<file path="config.mk">
export PLATFORM = sky130hd
export DESIGN_NAME = pdma_channel
export DESIGN_NICKNAME = d
export VERILOG_FILES = /design/src/rtl/pdma_pkg.sv /design/src/rtl/pdma_fifo.sv /design/src/rtl/pdma_remaining.sv /design/src/rtl/pdma_addr_ptr.sv /design/src/rtl/pdma_channel.sv
export SDC_FILE = /design/constraint.sdc
export NUM_CORES = 1
export LEC_CHECK = 0
export ABC_AREA = 1
export BUFFER_PORTS_ARGS = -buffer_cell sky130_fd_sc_hd__buf_2
export CORE_UTILIZATION = 40
export DETAILED_ROUTE_END_ITERATION = 8
export GPL_TIMING_DRIVEN = 0
export PLACE_DENSITY = 0.59
export SETUP_SLACK_MARGIN = 0.3
export SLEW_MARGIN = 10
export SYNTH_ARGS = -nofsm -noshare
export SYNTH_HDL_FRONTEND = slang
export SYNTH_SLANG_ARGS = --single-unit
</file>
<file path="constraint.sdc">
create_clock -name clk -period 6.9 [get_ports clk]
set_clock_uncertainty 0.2 [all_clocks]
set_input_delay 0.69 -clock clk [delete_from_list [all_inputs] [get_ports clk]]
set_output_delay 0.69 -clock clk [all_outputs]
set_load 0.02 [all_outputs]
</file>
<file path="src/rtl/pdma_pkg.sv">
package pdma_pkg;
  localparam int unsigned WORD_W = 32;

  typedef enum logic {
    DIR_RX = 1'b0,
    DIR_TX = 1'b1
  } pdma_dir_e;

  // Byte beats keep only the low lane; the rest reads as zero.
  function automatic logic [WORD_W-1:0] beat_mask(input logic wide,
                                                  input logic [WORD_W-1:0] d);
    return wide ? d : {{(WORD_W-8){1'b0}}, d[7:0]};
  endfunction
endpackage

</file>
<file path="src/rtl/pdma_fifo.sv">
module pdma_fifo #(
  parameter int unsigned W     = 32,
  parameter int unsigned DEPTH = 4
) (
  input  logic         clk,
  input  logic         rst,
  input  logic         clr,
  input  logic         push,
  input  logic [W-1:0] din,
  input  logic         pop,
  output logic [W-1:0] dout,
  output logic         empty,
  output logic         full
);
  localparam int unsigned PW = (DEPTH > 1) ? $clog2(DEPTH) : 1;
  localparam int unsigned CW = $clog2(DEPTH + 1);

  logic [W-1:0]  store [DEPTH];
  logic [PW-1:0] wp_q, rp_q;
  logic [CW-1:0] fill_q;
  logic          do_push, do_pop;

  assign empty   = (fill_q == '0);
  assign full    = (fill_q == CW'(DEPTH));
  assign do_push = push && !full;
  assign do_pop  = pop && !empty;
  assign dout    = store[rp_q];

  // Storage has no reset so it can map onto RAM.
  always_ff @(posedge clk) begin
    if (do_push) store[wp_q] <= din;
  end

  always_ff @(posedge clk) begin
    if (rst || clr) begin
      wp_q   <= '0;
      rp_q   <= '0;
      fill_q <= '0;
    end else begin
      if (do_push) wp_q <= (wp_q == PW'(DEPTH - 1)) ? '0 : wp_q + 1'b1;
      if (do_pop)  rp_q <= (rp_q == PW'(DEPTH - 1)) ? '0 : rp_q + 1'b1;
      case ({do_push, do_pop})
        2'b10:   fill_q <= fill_q + 1'b1;
        2'b01:   fill_q <= fill_q - 1'b1;
        default: fill_q <= fill_q;
      endcase
    end
  end
endmodule

</file>
<file path="src/rtl/pdma_remaining.sv">
module pdma_remaining #(
  parameter int unsigned CNT_W = 16
) (
  input  logic             clk,
  input  logic             rst,
  input  logic             clear,
  input  logic             load,
  input  logic [CNT_W-1:0] load_val,
  input  logic             take,
  input  logic             wide,
  input  logic             ext_en,
  input  logic [CNT_W-1:0] ext_len,
  output logic [CNT_W-1:0] cnt_o
);
  logic [CNT_W-1:0] cnt_q, step, dec, add;

  assign step  = wide ? CNT_W'(4) : CNT_W'(1);
  assign dec   = take ? ((cnt_q < step) ? cnt_q : step) : '0;
  assign add   = ext_en ? ext_len : '0;
  assign cnt_o = cnt_q;

  always_ff @(posedge clk) begin
    if (rst || clear)  cnt_q <= '0;
    else if (load)     cnt_q <= load_val;
    else               cnt_q <= cnt_q - dec + add;
  end
endmodule

</file>
<file path="src/rtl/pdma_addr_ptr.sv">
module pdma_addr_ptr #(
  parameter int unsigned ADDR_W = 32
) (
  input  logic              clk,
  input  logic              rst,
  input  logic              load,
  input  logic [ADDR_W-1:0] load_val,
  input  logic              adv,
  input  logic              wide,
  output logic [ADDR_W-1:0] addr_o
);
  logic [ADDR_W-1:0] addr_q;

  assign addr_o = addr_q;

  always_ff @(posedge clk) begin
    if (rst)       addr_q <= '0;
    else if (load) addr_q <= load_val;
    else if (adv)  addr_q <= addr_q + (wide ? ADDR_W'(4) : ADDR_W'(1));
  end
endmodule

</file>
<file path="src/rtl/pdma_channel.sv">
module pdma_channel #(
  parameter int unsigned ADDR_W     = 32,
  parameter int unsigned CNT_W      = 16,
  parameter int unsigned FIFO_DEPTH = 4
) (
  input  logic              clk,
  input  logic              rst,
  input  logic              start_i,
  input  logic              dir_tx_i,
  input  logic              wide_i,
  input  logic [ADDR_W-1:0] base_addr_i,
  input  logic [CNT_W-1:0]  size_i,
  input  logic [CNT_W-1:0]  thresh_i,
  input  logic              ext_i,
  input  logic [CNT_W-1:0]  ext_len_i,
  input  logic              stop_i,
  input  logic              flush_i,
  input  logic              per_rx_valid_i,
  input  logic [31:0]       per_rx_data_i,
  output logic              per_rx_ready_o,
  output logic              per_tx_valid_o,
  output logic [31:0]       per_tx_data_o,
  input  logic              per_tx_ready_i,
  output logic              mem_req_o,
  output logic              mem_we_o,
  output logic [ADDR_W-1:0] mem_addr_o,
  output logic [31:0]       mem_wdata_o,
  input  logic [31:0]       mem_rdata_i,
  input  logic              mem_ready_i,
  output logic              running_o,
  output logic              done_o,
  output logic              almost_o,
  output logic              fifo_empty_o,
  output logic [CNT_W-1:0]  remain_o
);
  import pdma_pkg::*;

  logic             run_q, done_q, wide_q;
  pdma_dir_e        dir_q;
  logic [CNT_W-1:0] thr_q;
  logic             tx_mode;

  logic             start_ok, abort, finish, ext_en;
  logic [CNT_W-1:0] cnt;
  logic             cnt_zero;

  logic             buf_empty, buf_full, buf_push, buf_pop;
  logic [WORD_W-1:0] buf_din, buf_dout;

  logic             rx_src_rdy, rx_take, tx_fetch, tx_take;
  logic             rx_sink, mem_hs;
  logic [ADDR_W-1:0] addr;

  assign tx_mode  = (dir_q == DIR_TX);
  assign cnt_zero = (cnt == '0);
  assign start_ok = start_i && !run_q && !stop_i;
  assign abort    = stop_i && run_q;
  assign ext_en   = ext_i && run_q && !stop_i;

  // Source side: peripheral (receive) or memory reads (transmit).
  assign rx_src_rdy = run_q && !tx_mode && !flush_i && !buf_full && !cnt_zero;
  assign rx_take    = rx_src_rdy && per_rx_valid_i;
  assign tx_fetch   = run_q && tx_mode && !buf_full && !cnt_zero;
  assign tx_take    = tx_fetch && mem_ready_i;

  // Sink side: memory writes (receive) or peripheral (transmit).
  assign rx_sink    = run_q && !tx_mode && !buf_empty;

  assign buf_push = rx_take || tx_take;
  assign buf_din  = beat_mask(wide_q, tx_mode ? mem_rdata_i : per_rx_data_i);
  assign buf_pop  = (rx_sink && mem_ready_i) || (per_tx_valid_o && per_tx_ready_i);

  assign mem_req_o   = tx_fetch || rx_sink;
  assign mem_we_o    = rx_sink;
  assign mem_addr_o  = addr;
  assign mem_wdata_o = buf_dout;
  assign mem_hs      = mem_req_o && mem_ready_i;

  assign per_rx_ready_o = rx_src_rdy;
  assign per_tx_valid_o = run_q && tx_mode && !buf_empty;
  assign per_tx_data_o  = buf_dout;

  // Completion waits for both an empty count and a drained buffer;
  // a same-cycle non-zero extend keeps the transfer alive.
  assign finish = run_q && cnt_zero && buf_empty && !(ext_en && (ext_len_i != '0));

  always_ff @(posedge clk) begin
    if (rst) begin
      run_q  <= 1'b0;
      done_q <= 1'b0;
      dir_q  <= DIR_RX;
      wide_q <= 1'b0;
      thr_q  <= '0;
    end else if (abort) begin
      run_q  <= 1'b0;
      done_q <= 1'b0;
    end else if (start_ok) begin
      run_q  <= 1'b1;
      done_q <= 1'b0;
      dir_q  <= pdma_dir_e'(dir_tx_i);
      wide_q <= wide_i;
      thr_q  <= thresh_i;
    end else if (finish) begin
      run_q  <= 1'b0;
      done_q <= 1'b1;
    end
  end

  pdma_remaining #(.CNT_W(CNT_W)) u_remain (
    .clk      (clk),
    .rst      (rst),
    .clear    (stop_i),
    .load     (start_ok),
    .load_val (size_i),
    .take     (buf_push),
    .wide     (wide_q),
    .ext_en   (ext_en),
    .ext_len  (ext_len_i),
    .cnt_o    (cnt)
  );

  pdma_addr_ptr #(.ADDR_W(ADDR_W)) u_addr (
    .clk      (clk),
    .rst      (rst),
    .load     (start_ok),
    .load_val (base_addr_i),
    .adv      (mem_hs),
    .wide     (wide_q),
    .addr_o   (addr)
  );

  pdma_fifo #(.W(WORD_W), .DEPTH(FIFO_DEPTH)) u_buf (
    .clk   (clk),
    .rst   (rst),
    .clr   (stop_i || start_ok),
    .push  (buf_push),
    .din   (buf_din),
    .pop   (buf_pop),
    .dout  (buf_dout),
    .empty (buf_empty),
    .full  (buf_full)
  );

  assign running_o    = run_q;
  assign done_o       = done_q;
  assign almost_o     = run_q && (cnt <= thr_q);
  assign fifo_empty_o = buf_empty;
  assign remain_o     = cnt;
endmodule

</file>
Word level (Yosys, flattened, before mapping)
Memories as Yosys holds them, arrays and structs flattened. A register that Yosys moved wholly into a read port is not among the register bits.
Index checks and enable logic that the tools add are counted.
{"block": "op_classes", "n_addsub": 7, "order_cmp": 2, "n_eq_ne": 5, "mux": 19, "bitwise": 1, "reduce_logical": 49}
{"op": "$mux 32", "count": 4}
{"op": "$mux 16", "count": 4}
{"op": "$add 32x32->32", "count": 1}
{"op": "$logic_and 1x1->1", "count": 26}
{"op": "$add 16x16->16", "count": 1}
{"op": "$le 16x16->1", "count": 1}
{"op": "$logic_not 16->1", "count": 1}
{"op": "$lt 16x16->1", "count": 1}
{"op": "$reduce_bool 16->1", "count": 1}
{"op": "$sub 16x16->16", "count": 1}
{"op": "$logic_not 1->1", "count": 8}
{"op": "$mux 2", "count": 4}
{"op": "$eq 2x2->1 const B", "count": 3}
{"op": "$logic_or 1x1->1", "count": 6}
{"op": "$mux 3", "count": 2}
{"op": "$pmux 3 s2", "count": 1}
{"op": "$reduce_bool 2->1", "count": 3}
{"op": "$add 2x1->2 const B", "count": 2}
{"op": "$mux 1", "count": 4}
{"op": "$add 3x1->3 const B", "count": 1}
{"op": "$eq 3x3->1 const B", "count": 1}
{"op": "$logic_not 3->1", "count": 1}
{"op": "$reduce_or 3->1", "count": 1}
{"op": "$sub 3x1->3 const B", "count": 1}
{"op": "other kinds (4)", "count": 4}
{"block": "totals", "reg_bits": 75, "ramBits": 128, "inputBits": 155, "n_memories": 1}
{"memory": "u_buf.store", "depth": 4, "width": 32, "rd": 1, "rd_clocked_by_memory_dff": 1, "wr": 1, "line": "pdma_fifo.sv:18", "source": "logic [W-1:0] store [DEPTH];"}

Depth between registers and ports, before layout
{"block": "depth", "ltp_word": 11, "mapped_depth": 22}

Cells and area by module
From an unflattened synthesis, not the netlist that was laid out.
{"block": "hier_totals", "cells_unflattened": 1449, "area_unflattened_um2": 11702.5}
{"mod": "pdma_fifo", "instances": 1, "cells_each": 382, "area_per_inst_um2": 5283.8, "seq_area_each_um2": 4023.9}
{"mod": "pdma_remaining", "instances": 1, "cells_each": 376, "area_per_inst_um2": 2213.4, "seq_area_each_um2": 320.3}
{"mod": "pdma_addr_ptr", "instances": 1, "cells_each": 355, "area_per_inst_um2": 2199.6, "seq_area_each_um2": 640.6}
{"mod": "pdma_channel", "instances": 1, "cells_each": 336, "area_per_inst_um2": 2005.7, "seq_area_each_um2": 400.4}

Worst setup path before layout
OpenSTA, ideal clock, no wires.
{"block": "synth_timing", "kind": "in2reg", "start": "input port ext_i", "end": "register u_remain.cnt_q[15] (netlist: u_remain.cnt_o[15])", "setup_ns": 0.109, "arrival_time_ns": 2.984, "t_required_ns": 6.591, "setup_slack_ns": 3.607, "path_stages": 15, "n_path_buf": 1, "cell_sequence": "nand2_1 -> nor2_2 -> clkbuf_1 -> nand2_1 -> fa_1 -> inv_1 -> ha_1 -> a21oi_1 -> o21ai_0 -> a21oi_1 -> nand2_1 -> nand2_1 -> nand3_1 -> nand2_1 -> inv_1"}
{"block": "synth_between", "elab_chain_cells": 5}
{"element": "start: declaration", "line": "pdma_channel.sv:14", "source": "input logic ext_i,"}
{"element": "$logic_and 1x1->1 (2 in series)", "line": "pdma_channel.sv:58", "source": "assign ext_en = ext_i && run_q && !stop_i;"}
{"element": "$mux 16", "line": "pdma_remaining.sv:19", "source": "assign add = ext_en ? ext_len : '0;"}
{"element": "$add 16x16->16", "line": "pdma_remaining.sv:25", "source": "else cnt_q <= cnt_q - dec + add;"}
{"element": "$mux 16", "line": "pdma_remaining.sv:24", "source": "else if (load) cnt_q <= load_val;"}
{"element": "end signal: assignment", "line": "pdma_remaining.sv:24"}
{"element": "end signal: assignment", "line": "pdma_remaining.sv:25"}
{"element": "end: declaration", "line": "pdma_remaining.sv:15", "source": "logic [CNT_W-1:0] cnt_q, step, dec, add;"}
Every way passes these cells.
A chain may end at the register's enable or synchronous reset.

Worst setup path after layout
{"block": "layout_timing", "start": "register u_remain.cnt_q[11] (netlist: u_remain.cnt_o[11])", "end": "register u_remain.cnt_q[8] (netlist: u_remain.cnt_o[8])"}
{"block": "layout_between", "elab_chain_cells": 9}
{"element": "parallel branches: the longest is 5 deep, another holds $lt 16x16->1"}
{"element": "$mux 16 *", "line": "pdma_remaining.sv:18", "source": "assign dec = take ? ((cnt_q < step) ? cnt_q : step) : '0;"}
{"element": "$sub 16x16->16 *", "line": "pdma_remaining.sv:25"}
{"element": "$add 16x16->16 *", "line": "pdma_remaining.sv:25"}
{"element": "$mux 16 *", "line": "pdma_remaining.sv:24"}
Mark *: on every way between the ends.

==> run metrics <==
outcome finished clean; Pre-Repair DR Iteration Count 5; Final Critical Period 3.96 ns; gpl congestion 0.901; dpl hpwl 26,400 um; post-synth top area share 33.0%; Max Root-Sink Buffers 3; kind of end point of the critical path register; layout cells sized above 1 24.2%; Synth Instances 1,415; Synth Area in Compound Gates 13.2%; Power, Total 3.12 mW; initial core utilization 40.7%; setup TNS 0 ns; number of buffers created by CTS 23; Fill cells 2,833; CP max stage delay 0.51 ns; ranking of synthesized cells by area edfxtp_1, dfxtp_1, nand2_1; Flop pwr share 44.1%; EDFF count, synth 128; adder-cell area share of the yosys netlist 7.27%; switching portion of total power 28.2%; Synth Area in Simple Gates 23.6%; Cell Rows 62; Vias 10.6k; worst skew pair latency 0.51 ns; post-synth cell types 49; core area 0.0286 sq mm; clock sink count 205; Seq/Total Area, Yosys 46.3%; CP top delay family simple AND/OR/NAND/NOR gates; Startpoint Class register; antenna viol nets, final 0; period utilization 57.4%; WL final 34,700 um; most numerous cell in the Yosys netlist nand2_1; vias in the first global route 10.1k; largest family of logic cells by synthesized area simple AND/OR/NAND/NOR gates; root buffer cell clkbuf_16; PortBufs 274; Layout Cells excl Fill 2,129; Final Slew Violations 0; H-tree lvl count 1; unrepaired setup endpoints after global routing false; Post-synth top cells nand2_1, nor2_1, o21ai_0; Layout Nets 1,942; Warnings, synthesis 0; Fmax 252 MHz; ys flop type edfxtp_1; cell area after synthesis 0.0116 sq mm; Int Pwr 2.24 mW; CP dominant cell by count nand2_1; hold violation count in the final report 0; fraction of registers with async set or reset after synthesis 0%; Slowest cell on crit path fa_1; Die ar. 0.0298 sq mm; PD cells 217 mW/mm^2; Tightest Pin Transition 0.829 ns; worst path bufs/invs 3; diode count 0; post_cts resized 0; CP Max Fanout 8; wire per inst 16.3 um; Max Cap Viol 0; Syn Area/Cell 8.22 sq um; Combinational Power Share 18.2%; Cells after DPL 2,088; GR Overflow Total 0; cts hold-fix bufs 0; Synth area leader edfxtp_1; leakage 6.36 nW; Worst IR Drop VDD 0.000129 V; type of the worst min-delay path in -> reg; CTS tree built; WS Path Type reg -> reg; P_sw 0.880 mW; crit path DAT 4.17 ns; clock slew at reported path FFs 0.06 ns; FF+latch count, synth 205; Die Wd 173 um; DR DRC count 0; Max-slew headroom 44.7%; initial antenna violation count 1; first-pass GRT wire length 54,200 um; Vias/cell 4.96; IO Pins 275; Post-Synth XOR/XNOR Area 0.978%; final setup fails 0; postcts setup bufs 0; clock share of power 37.7%; WP data required 7.11 ns; die height 173 um; Iter 0 DRT Violations 854; Layout area overhead 23.4%; GRT Total Usage 23.0%; largest net degree at the start of global routing 26; Critical Path, Cell by Cell nor2_1 > nand3_1 > nor2_1 > nand2_1 > nand3_2 > nand2_1 > inv_2 > nor3_1 > fa_1 > inv_1 > fa_1 > nand3_1 > nand2_1 > nand2_1 > nand2_1 > xor2_1 > o21ai_0 > inv_1; mux cell area share after synthesis 0%
-- routing by layer --
layer,track usage [%],up-vias,part of all wire [%]
li1,-,5299,-
met4,6.21,2,2.4
met1,30.8,4830,45
met5,0,-,0.049
met3,3.39,50,6.1
met2,38.9,377,46
-- stage by stage --
stage	util [%]	hold WS [ns]	instance area (sq um)	setup WS [ns]
floorplan	-	0.233	11700	3.61
global placement	47.3	0.247	13500	2.18
detailed placement	47.7	0.253	13600	2.94
CTS	50.2	0.218	14400	2.87
global route	50.2	0.238	14400	2.60
finish	50.2	0.230	14400	2.94
-- power by group through the flow --
| stage | registers (mW) | clock network, mW | logic (mW) |
|---|---|---|---|
| after floorplan | 1.41 | 0 | 0.353 |
| after global placement | 1.40 | 0 | 0.557 |
| after detailed placement | 1.40 | 0 | 0.567 |
| after CTS | 1.38 | 1.19 | 0.570 |
| after global routing | 1.38 | 1.25 | 0.642 |
| final | 1.38 | 1.18 | 0.568 |
-- worst min-delay path: cells and delay by family --
kind,cells,cell delay (ns)
buffers and inverters,1,0.09
and+or+nand+nor,2,0.13
-- path summary, 6_finish.rpt --
check                                   startpoint                 to  slack (ns)  cells past startpoint
worst max register to register  u_remain.cnt_o[11]  u_remain.cnt_o[8]        2.94                     18
worst min-delay path                     size_i[1]  u_remain.cnt_o[1]        0.23                      3
worst min register to register           thr_q[11]          thr_q[11]        0.26                      2
worst max-delay path            u_remain.cnt_o[11]  u_remain.cnt_o[8]        2.94                     18
-- flip-flops by register name, indices dropped and copies added, names as in the netlist, named ones only --
register and flops:
u_buf.store 128, u_addr.addr_o 32, thr_q 16, u_remain.cnt_o 16, u_buf.fill_q 3, u_buf.rp_q 2
u_buf.wp_q 2, dir_q 1, done_o 1, running_o 1, wide_q 1
-- kinds of logic (layout without fill, tap and decap cells) --
group	Yosys count	after routing
xor+xnor	13	13
fa+ha+maj	58	58
simple gates	646	646
other cells	1	12
flops	205	205
compound gates	275	275
buf+inv	217	536
-- final cells by class --
type	count	area, sq um	area share, %
plain buffers	85	499	3.48
clock buffers	32	609	4.24
clock inverters	9	105	0.732
inverters	132	509	3.55
multi-input cells	1004	5310	37.0
flip-flops and latches	205	5390	37.5
well taps	384	480	3.35
repair buffers	278	1460	10.2
-- cell usage in the layout, fill, tap and decap left out, types with 5 or more instances in the layout --
| master | count |
|---|---|
| buf_2 | 285 |
| nand2_1 | 273 |
| nor2_1 | 225 |
| o21ai_0 | 144 |
| edfxtp_1 | 128 |
| inv_1 | 124 |
| dfxtp_1 | 77 |
| nand3_1 | 71 |
| a21oi_1 | 69 |
| clkbuf_1 | 42 |
| ha_1 | 42 |
| buf_4 | 33 |
| o22ai_1 | 32 |
| clkbuf_16 | 23 |
| or2_2 | 17 |
| fa_1 | 16 |
| nand3b_1 | 14 |
| nand2_2 | 13 |
| xor2_1 | 12 |
| conb_1 | 12 |
| a21oi_2 | 11 |
| nand4_1 | 9 |
| nor2_4 | 5 |
| clkinv_1 | 5 |
| nor3_1 | 5 |
| o211ai_2 | 5 |
Power figures use the tool's default switching activity.
